===== config.mk =====
export PLATFORM = sky130hd
export DESIGN_NAME = btn_click_classifier
export DESIGN_NICKNAME = d
export VERILOG_FILES = /design/src/rtl/click_cls_pkg.sv /design/src/rtl/click_tick_base.sv /design/src/rtl/click_fsm.sv /design/src/rtl/btn_click_classifier.sv
export SDC_FILE = /design/constraint.sdc
export NUM_CORES = 1
export LEC_CHECK = 0
export ABC_AREA = 1
export BUFFER_PORTS_ARGS = -buffer_cell sky130_fd_sc_hd__buf_2
export CORE_ASPECT_RATIO = 0.75
export CORE_UTILIZATION = 62
export CTS_CLUSTER_DIAMETER = 100
export DETAILED_ROUTE_END_ITERATION = 7
export PLACE_DENSITY = 0.91
export SLEW_MARGIN = 10
export SYNTH_ARGS = -nofsm -noshare
export SYNTH_HDL_FRONTEND = slang
export SYNTH_SLANG_ARGS = --single-unit

===== constraint.sdc =====
create_clock -name clk -period 2.6 [get_ports clk]
set_clock_uncertainty 0.05 [all_clocks]
set_input_delay 0.52 -clock clk [delete_from_list [all_inputs] [get_ports clk]]
set_output_delay 0.52 -clock clk [all_outputs]
set_load 0.005 [all_outputs]

===== src/rtl/click_cls_pkg.sv =====
package click_cls_pkg;

  typedef enum logic [2:0] {
    CODE_NONE   = 3'd0,
    CODE_SINGLE = 3'd1,
    CODE_DOUBLE = 3'd2,
    CODE_HOLD   = 3'd3,
    CODE_ERROR  = 3'd7
  } click_code_e;

  typedef enum logic [1:0] {
    ST_IDLE = 2'd0,
    ST_HELD = 2'd1,
    ST_GAP  = 2'd2
  } click_state_e;

  // Ticks for a duration in ms: (clock in kHz * ms) scaled down by the prescaler.
  function automatic logic [63:0] ms_to_ticks(input int unsigned khz,
                                               input int unsigned pre_log2,
                                               input logic [31:0] ms);
    logic [63:0] prod;
    prod = 64'(khz) * 64'(ms);
    return prod >> pre_log2;
  endfunction

endpackage


===== src/rtl/click_tick_base.sv =====
module click_tick_base #(
  parameter int unsigned PRE_LOG2 = 10,
  parameter int unsigned TICK_W   = 16
) (
  input  logic              clk,
  input  logic              rst_n,
  output logic              tick_pulse,
  output logic [TICK_W-1:0] tick_cnt
);
  logic [PRE_LOG2-1:0] pre_q;

  assign tick_pulse = (pre_q == {PRE_LOG2{1'b1}});

  always_ff @(posedge clk or negedge rst_n) begin
    if (!rst_n) begin
      pre_q    <= '0;
      tick_cnt <= '0;
    end else begin
      pre_q <= pre_q + 1'b1;
      if (tick_pulse) tick_cnt <= tick_cnt + 1'b1;
    end
  end
endmodule


===== src/rtl/click_fsm.sv =====
module click_fsm
  import click_cls_pkg::*;
#(
  parameter int unsigned TICK_W = 16
) (
  input  logic              clk,
  input  logic              rst_n,
  input  logic              req_i,
  input  logic              held_only_i,
  input  logic              btn_i,
  input  logic [TICK_W-1:0] tick_cnt,
  input  logic [TICK_W-1:0] hold_lim,
  input  logic [TICK_W-1:0] gap_lim,
  output logic              busy,
  output logic              expired,
  output logic              valid,
  output logic [2:0]        code
);
  click_state_e      state_q;
  logic              mode_q;
  logic [TICK_W-1:0] start_q;
  logic [TICK_W-1:0] lim_q;
  logic [TICK_W-1:0] due;

  assign due     = start_q + lim_q;
  assign expired = (tick_cnt == due);
  assign busy    = (state_q != ST_IDLE);

  always_ff @(posedge clk or negedge rst_n) begin
    if (!rst_n) begin
      state_q <= ST_IDLE;
      mode_q  <= 1'b0;
      start_q <= '0;
      lim_q   <= '0;
      valid   <= 1'b0;
      code    <= CODE_NONE;
    end else begin
      valid <= 1'b0;
      unique case (state_q)
        ST_IDLE: begin
          if (req_i) begin
            if (!btn_i) begin
              valid <= 1'b1;
              code  <= CODE_NONE;
            end else begin
              state_q <= ST_HELD;
              mode_q  <= held_only_i;
              start_q <= tick_cnt;
              lim_q   <= hold_lim;
            end
          end
        end
        ST_HELD: begin
          if (!btn_i) begin
            if (mode_q) begin
              valid   <= 1'b1;
              code    <= CODE_SINGLE;
              state_q <= ST_IDLE;
            end else begin
              state_q <= ST_GAP;
              start_q <= tick_cnt;
              lim_q   <= gap_lim;
            end
          end else if (expired) begin
            valid   <= 1'b1;
            code    <= CODE_HOLD;
            state_q <= ST_IDLE;
          end
        end
        ST_GAP: begin
          if (btn_i) begin
            valid   <= 1'b1;
            code    <= CODE_DOUBLE;
            state_q <= ST_IDLE;
          end else if (expired) begin
            valid   <= 1'b1;
            code    <= CODE_SINGLE;
            state_q <= ST_IDLE;
          end
        end
        default: begin
          valid   <= 1'b1;
          code    <= CODE_ERROR;
          state_q <= ST_IDLE;
        end
      endcase
    end
  end
endmodule


===== src/rtl/btn_click_classifier.sv =====
module btn_click_classifier
  import click_cls_pkg::*;
#(
  parameter int unsigned CLK_KHZ    = 48000,
  parameter int unsigned PRE_LOG2   = 10,
  parameter int unsigned TICK_W     = 16,
  parameter int unsigned MS_W       = 16,
  parameter int unsigned DEFAULT_MS = 1000,
  parameter int unsigned DBL_MS     = 500
) (
  input  logic            clk,
  input  logic            rst_n,
  input  logic            req_i,
  input  logic            held_only_i,
  input  logic [MS_W-1:0] hold_ms_i,
  input  logic            btn_i,
  output logic            busy_o,
  output logic            result_valid_o,
  output logic [2:0]      result_o
);
  localparam logic [63:0] GAP_FULL = ms_to_ticks(CLK_KHZ, PRE_LOG2, 32'(DBL_MS));
  localparam logic [TICK_W-1:0] GAP_LIM = GAP_FULL[TICK_W-1:0];

  logic              tick_pulse;
  logic [TICK_W-1:0] tick_cnt;
  logic              expired;
  logic [31:0]       eff_ms;
  logic [63:0]       hold_full;
  logic [TICK_W-1:0] hold_lim;

  assign eff_ms    = (hold_ms_i == '0) ? 32'(DEFAULT_MS) : 32'(hold_ms_i);
  assign hold_full = ms_to_ticks(CLK_KHZ, PRE_LOG2, eff_ms);
  assign hold_lim  = hold_full[TICK_W-1:0];

  click_tick_base #(.PRE_LOG2(PRE_LOG2), .TICK_W(TICK_W)) u_tick (
    .clk       (clk),
    .rst_n     (rst_n),
    .tick_pulse(tick_pulse),
    .tick_cnt  (tick_cnt)
  );

  click_fsm #(.TICK_W(TICK_W)) u_fsm (
    .clk        (clk),
    .rst_n      (rst_n),
    .req_i      (req_i),
    .held_only_i(held_only_i),
    .btn_i      (btn_i),
    .tick_cnt   (tick_cnt),
    .hold_lim   (hold_lim),
    .gap_lim    (GAP_LIM),
    .busy       (busy_o),
    .expired    (expired),
    .valid      (result_valid_o),
    .code       (result_o)
  );
endmodule


==> impl_metrics.yaml, run 1 <==
synthesis:
  syn_inst: 902
  ys_warn_count: 0
  yosys-top-cells-area: "sky130_fd_sc_hd__dfrtp_1 23%, sky130_fd_sc_hd__fa_1 17%, sky130_fd_sc_hd__inv_1 13%, sky130_fd_sc_hd__ha_1 13%, sky130_fd_sc_hd__nand2_1 10%"
  synthDistinctLibCells: 34
  postSynthNetCount: 1053
  synthDominantCellAreaShare: 0.2345
  synthesis.area_per_instance_sq_um: 7.690
  yosysTopAreaCell: "sky130_fd_sc_hd__dfrtp_1"
  synth.cell_area_sq_mm: 0.006937
  ys_ff_latch: 65
  ys_seq_area_frac: 0.2345
placed_design:
  pre_cts_slack_ns: -2.747
  place_congestion: 0.9075
  place.detailed.hpwl_mm: 14.08
  count_of_input_and_output_buffers: 25
die:
  io-pin-count: 26
  die-height_um: 93.61
  core.rowCount: 33
  initial_utilization: 0.6364
  fp.dieW_um: 124.1
clocking:
  cts.sinks: 65
  cts_hold_buffers: 0
  tritoncts.num_buffers: 9
  max-clock-path-buffers: 2
  htree_levels: 3
  clockRootBuffer: "sky130_fd_sc_hd__clkbuf_16"
sta:
  postGrtWorstEndpoint: "u_fsm.lim_q[12]$_DFFE_PN0P_/D"
  worst_path_end_type: "register data pin"
global_routing:
  groute.usage.overall: 0.7716
  grt_start_max_net_pins: 38
  grt.overflow.total: 49
status:
  run_status: "aborted with a tool error"
  tool.error: "[ERROR GRT-0232] Routing congestion too high. Check the congestion heatmap in the GUI."
  lastStage: "5_1_grt"
## per-stage QoR
stage               hold slack, ns  cell area, sq um  utilization  cells
CTS                         0.2201              8815       0.8087   1176
detailed placement          0.4038              8108       0.7438   1141
global placement            0.3909              8108       0.7438   1141
floorplan                   0.1744              7234            -    902
## cell usage after synthesis
cell,number
sky130_fd_sc_hd__nor2_4,2
sky130_fd_sc_hd__xnor2_1,17
sky130_fd_sc_hd__o31ai_1,1
sky130_fd_sc_hd__nor3_1,9
sky130_fd_sc_hd__clkbuf_1,5
sky130_fd_sc_hd__nand3b_1,4
sky130_fd_sc_hd__nand2_1,190
sky130_fd_sc_hd__inv_1,244
sky130_fd_sc_hd__nand3_1,34
sky130_fd_sc_hd__nand2_2,8
sky130_fd_sc_hd__nand3_4,1
sky130_fd_sc_hd__a2bb2oi_1,2
sky130_fd_sc_hd__nor3_2,2
sky130_fd_sc_hd__nand4_1,7
sky130_fd_sc_hd__buf_4,1
sky130_fd_sc_hd__or2_2,1
sky130_fd_sc_hd__nor2_2,4
sky130_fd_sc_hd__a21oi_4,2
sky130_fd_sc_hd__and3_1,1
sky130_fd_sc_hd__o22ai_1,3
sky130_fd_sc_hd__o21ai_0,34
sky130_fd_sc_hd__nor2_1,55
sky130_fd_sc_hd__a21oi_1,30
sky130_fd_sc_hd__a21o_1,1
sky130_fd_sc_hd__ha_1,72
sky130_fd_sc_hd__o22a_1,2
sky130_fd_sc_hd__nor3b_2,1
sky130_fd_sc_hd__buf_2,3
sky130_fd_sc_hd__and2_1,3
sky130_fd_sc_hd__dfrtp_1,65
sky130_fd_sc_hd__fa_1,58
sky130_fd_sc_hd__xor2_1,34
sky130_fd_sc_hd__inv_2,4
sky130_fd_sc_hd__nand3_2,2
## cells by family after synthesis
logic type,count (synthesis),synth area share
AO/OA/AOI/OAI,75,0.06079
XOR/XNOR,51,0.06439
AND/OR/NAND/NOR,324,0.2029
buffers and inverters,257,0.1402
adder cells (fa/ha/maj),130,0.2973
flip-flops,65,0.2345
## what timing repair did
item                                    in CTS
buffers inserted                            20
gates resized for setup                     68
gates cloned                                 1
endpoints found under the setup margin      19
pin swaps                                   31
## per-layer routing
layer	overflow	global-route usage
met5	0	0.5048
met4	21	0.7371
met3	4	0.6988
met2	23	0.8748
met1	1	0.7658
==> run 2: changes to the inputs <==
--- a/config.mk
+++ b/config.mk
@@ -7,11 +7,9 @@
 export LEC_CHECK = 0
 export ABC_AREA = 1
 export BUFFER_PORTS_ARGS = -buffer_cell sky130_fd_sc_hd__buf_2
-export CORE_ASPECT_RATIO = 0.75
-export CORE_UTILIZATION = 62
-export CTS_CLUSTER_DIAMETER = 100
+export CORE_UTILIZATION = 40
 export DETAILED_ROUTE_END_ITERATION = 7
-export PLACE_DENSITY = 0.91
+export PLACE_DENSITY_LB_ADDON = 0.15
 export SLEW_MARGIN = 10
 export SYNTH_ARGS = -nofsm -noshare
 export SYNTH_HDL_FRONTEND = slang
==> impl_metrics.yaml, run 2 <==
status:
  run_status: "finished, violations left"
  violations_in_the_final_reports: "negative setup slack"
sta:
  layout_worst_path_cycle_share: 1.754
  slew-limit-headroom: 0.6149
  timing.final.setup_violations: 15
  report.final.hold_viol_count: 0
  drv_slew: 0
  final_worst_setup_slack_ns: -1.960
  worst_slew_pin_slew_ns: 0.5733
  grt_setup_unrepaired: "yes"
  finalCriticalPeriod_ns: 4.560
  timing.fmax_mhz: 219.3
setup_path:
  startpoint_type: "primary input"
  critPathBufInv: 12
  worstPathArrival_ns: 4.72
  worst_r2r_path_depth: 14
  cpMaxStageDelayCell: "sky130_fd_sc_hd__fa_1"
  crit-reg2reg-capture: "u_fsm.code[2]$_DFFE_PN0P_"
  critical_path_depth: 27
  critical-path-top-delay-family: "adder cells"
  path_max_fanout: 6
  timing.critical_path.required_ns: 2.76
  critical_path.max_stage_delay_ns: 0.55
  setup.worst_path.class: "in -> reg"
  timing.reg2reg.setup_slack_ns: 0.09
  worstSetupEndpointType: "flop"
  regToRegStartpoint: "u_fsm.start_q[0]$_DFFE_PN0P_"
layout:
  sequential_cell_area_sq_mm: 0.001627
  drive_above_1_share: 0.2874
  commonest_non_fill_non_tap_cell_in_the_layout: "sky130_fd_sc_hd__inv_1"
  nFillCells: 1562
  multi_input_area_sq_mm: 0.004933
  flow.area_growth_from_synthesis_pct: 33.26
  finish.net_count: 1190
  utilization: 0.5515
  stdcell_area_sq_mm: 0.009244
  num_antenna_cells: 0
  commonest_cells_after_routing_fill_and_taps_aside: "211 x sky130_fd_sc_hd__inv_1, 177 x sky130_fd_sc_hd__nand2_1, 98 x sky130_fd_sc_hd__buf_4"
  reg_top3: "u_fsm.lim_q x16, u_fsm.start_q x16, u_tick.tick_cnt x16"
route:
  antenna_left: 0
  detail_route.iter0.violations: 181
  vias: 5623
  avgViaCountPerCell: 4.449
  drt_pass1_iterations: 4
  routedWlPerCell_um: 11.55
  drc: 0
  wl_mm: 14.59
die:
  initial_utilization: 0.4139
  fp.coreArea_sq_mm: 0.01676
  die-height_um: 133.7
  io-pin-count: 26
  dieArea_sq_mm: 0.01787
  core.rowCount: 47
  fp.dieW_um: 133.7
placed_design:
  place.detailed.hpwl_mm: 11.87
  count_of_input_and_output_buffers: 25
  place_congestion: 0.8074
  postPlaceCellArea_sq_mm: 0.008295
synthesis:
  synthDistinctLibCells: 34
  postSynthNetCount: 1053
  yosys-top-cells-area: "sky130_fd_sc_hd__dfrtp_1 23%, sky130_fd_sc_hd__fa_1 17%, sky130_fd_sc_hd__inv_1 13%, sky130_fd_sc_hd__ha_1 13%, sky130_fd_sc_hd__nand2_1 10%"
  ys_dominant_reg_cell: "sky130_fd_sc_hd__dfrtp_1"
  ys_ff_latch: 65
  synth-edff-count: 0
  yosysMostFrequentCell: "sky130_fd_sc_hd__inv_1"
  ys_warn_count: 0
  synthesis.area_per_instance_sq_um: 7.690
  postSynth.asyncResetShare: 1.000
  ys_seq_area_frac: 0.2345
  synthDominantCellAreaShare: 0.2345
  yosysTopAreaCell: "sky130_fd_sc_hd__dfrtp_1"
  syn_inst: 902
  synth.cell_area_sq_mm: 0.006937
  synth_commonest_cells: "244 x sky130_fd_sc_hd__inv_1, 190 x sky130_fd_sc_hd__nand2_1, 72 x sky130_fd_sc_hd__ha_1"
global_routing:
  grt_start_max_net_pins: 66
  grt_antenna_before_repair: 0
  grt_pass1_wl_mm: 26.51
  grt.overflow.total: 0
  groute.usage.overall: 0.1842
  first_global_vias: 5815
pwr:
  switchingPower_mw: 3.894
  share_comb_of_total_power: 0.702
  largest_vdd_supply_drop_mv: 0.8073
  pwr-share-clk: 0.156
  power_frac_seq: 0.142
  p_leak_nw: 4.855
  internal_power_mw: 5.325
  sw_frac_of_total: 0.4224
  power.density_mw_per_mm2: 997.3
clocking:
  tritoncts.num_buffers: 9
  cts_tree: "done"
  cts.sinks: 65
  worst_skew_pair.late_latency_ns: 0.33
  clockRootBuffer: "sky130_fd_sc_hd__clkbuf_16"
  htree_levels: 3
  clkTransAtPathRegs_ns: 0.06
  max-clock-path-buffers: 2
run:
  cap_viol_max_count: 0
worst_hold_path:
  hold_path.class: "in -> async"
==> run 2: worst max-delay path by stage <==
stage               slack (ns)                          end           from
floorplan                -2.02  u_fsm.lim_q[12]$_DFFE_PN0P_  hold_ms_i[11]
global placement         -2.44  u_fsm.lim_q[15]$_DFFE_PN0P_  hold_ms_i[11]
detailed placement       -2.48  u_fsm.lim_q[15]$_DFFE_PN0P_  hold_ms_i[11]
CTS                      -1.96  u_fsm.lim_q[15]$_DFFE_PN0P_  hold_ms_i[15]
global route             -2.27  u_fsm.lim_q[15]$_DFFE_PN0P_  hold_ms_i[10]
finish                   -1.96  u_fsm.lim_q[14]$_DFFE_PN0P_  hold_ms_i[11]
==> run 2: cells by family (layout without fill, tap and decap cells) <==
logic type / after synthesis / after routing / synth area share
and+or+nand+nor: 324 / 324 / 0.2029
AOI/OAI and AO/OA: 75 / 75 / 0.06079
adders and majority gates: 130 / 130 / 0.2973
DFF: 65 / 65 / 0.2345
xor gates and xnor gates: 51 / 51 / 0.06439
buffers and inverters: 257 / 399 / 0.1402
==> run 2: timing repair <==
| action | CTS | global route |
|---|---|---|
| hold endpoints to repair | 0 | 0 |
| gates cloned | 1 | 0 |
| pin swaps | 20 | 45 |
| resized for setup | 49 | 64 |
| setup buffers | 11 | 9 |
| hold buffers | 0 | 0 |
| endpoints found under the setup margin | 16 | 21 |
==> run 2: worst reg2reg max path, cell delays in order, from the launching register on <==
cell and delay (ns):
sky130_fd_sc_hd__dfrtp_1 0.37, sky130_fd_sc_hd__ha_2 0.19, sky130_fd_sc_hd__inv_2 0.04, sky130_fd_sc_hd__fa_2 0.37, sky130_fd_sc_hd__buf_6 0.13, sky130_fd_sc_hd__xnor2_2 0.13, sky130_fd_sc_hd__xor2_1 0.14, sky130_fd_sc_hd__nor2_1 0.14
sky130_fd_sc_hd__nand3_2 0.11, sky130_fd_sc_hd__nor2_4 0.15, sky130_fd_sc_hd__nand3_4 0.13, sky130_fd_sc_hd__a21oi_4 0.23, sky130_fd_sc_hd__nand2_2 0.11, sky130_fd_sc_hd__nand2_1 0.07, sky130_fd_sc_hd__nand2_1 0.05
==> run 2: layout make-up <==
type | count | share of cell area
clock buffer | 12 | 0.02775
clock inverter | 4 | 0.01069
inverter | 248 | 0.1048
multi-input combinational | 580 | 0.5337
sequential | 65 | 0.1760
tap | 220 | 0.02978
timing repair buffer | 134 | 0.1165
timing repair inverter | 1 | 0.0008121
==> run 2: stage by stage <==
step                TNS [ns]  setup WS (ns)  power (mW)  hold WS [ns]  instances
floorplan             -23.99         -2.021       5.274        0.1744        902
global placement      -31.51         -2.436       7.060        0.3960       1231
detailed placement    -32.25         -2.483       7.096        0.4007       1231
CTS                   -24.02         -1.957       8.973        0.1620       1259
global route          -26.79         -2.265       10.19        0.1739       1264
finish                -23.41         -1.960       9.219        0.1451       1264
==> run 2: power by group through the flow <==
stage / clock network (mW) / logic (mW) / registers (mW)
2_1_floorplan: 0 / 3.98 / 1.29
3_3_place_gp: 0 / 5.73 / 1.33
3_5_place_dp: 0 / 5.77 / 1.33
4_1_cts: 1.47 / 6.19 / 1.31
5_1_grt: 1.51 / 7.35 / 1.33
6_report: 1.44 / 6.47 / 1.31
==> run 2: metal layers <==
metal | wire length, um | up-vias | track usage | share of wire
li1 | - | 2970 | - | -
met1 | 7478 | 2597 | 0.2599 | 0.51
met2 | 6650 | 46 | 0.3027 | 0.46
met3 | 353 | 10 | 0.02816 | 0.024
met4 | 111 | 0 | 0.02967 | 0.0076
met5 | 0 | - | 0 | 0
Power figures use the tool's default switching activity.
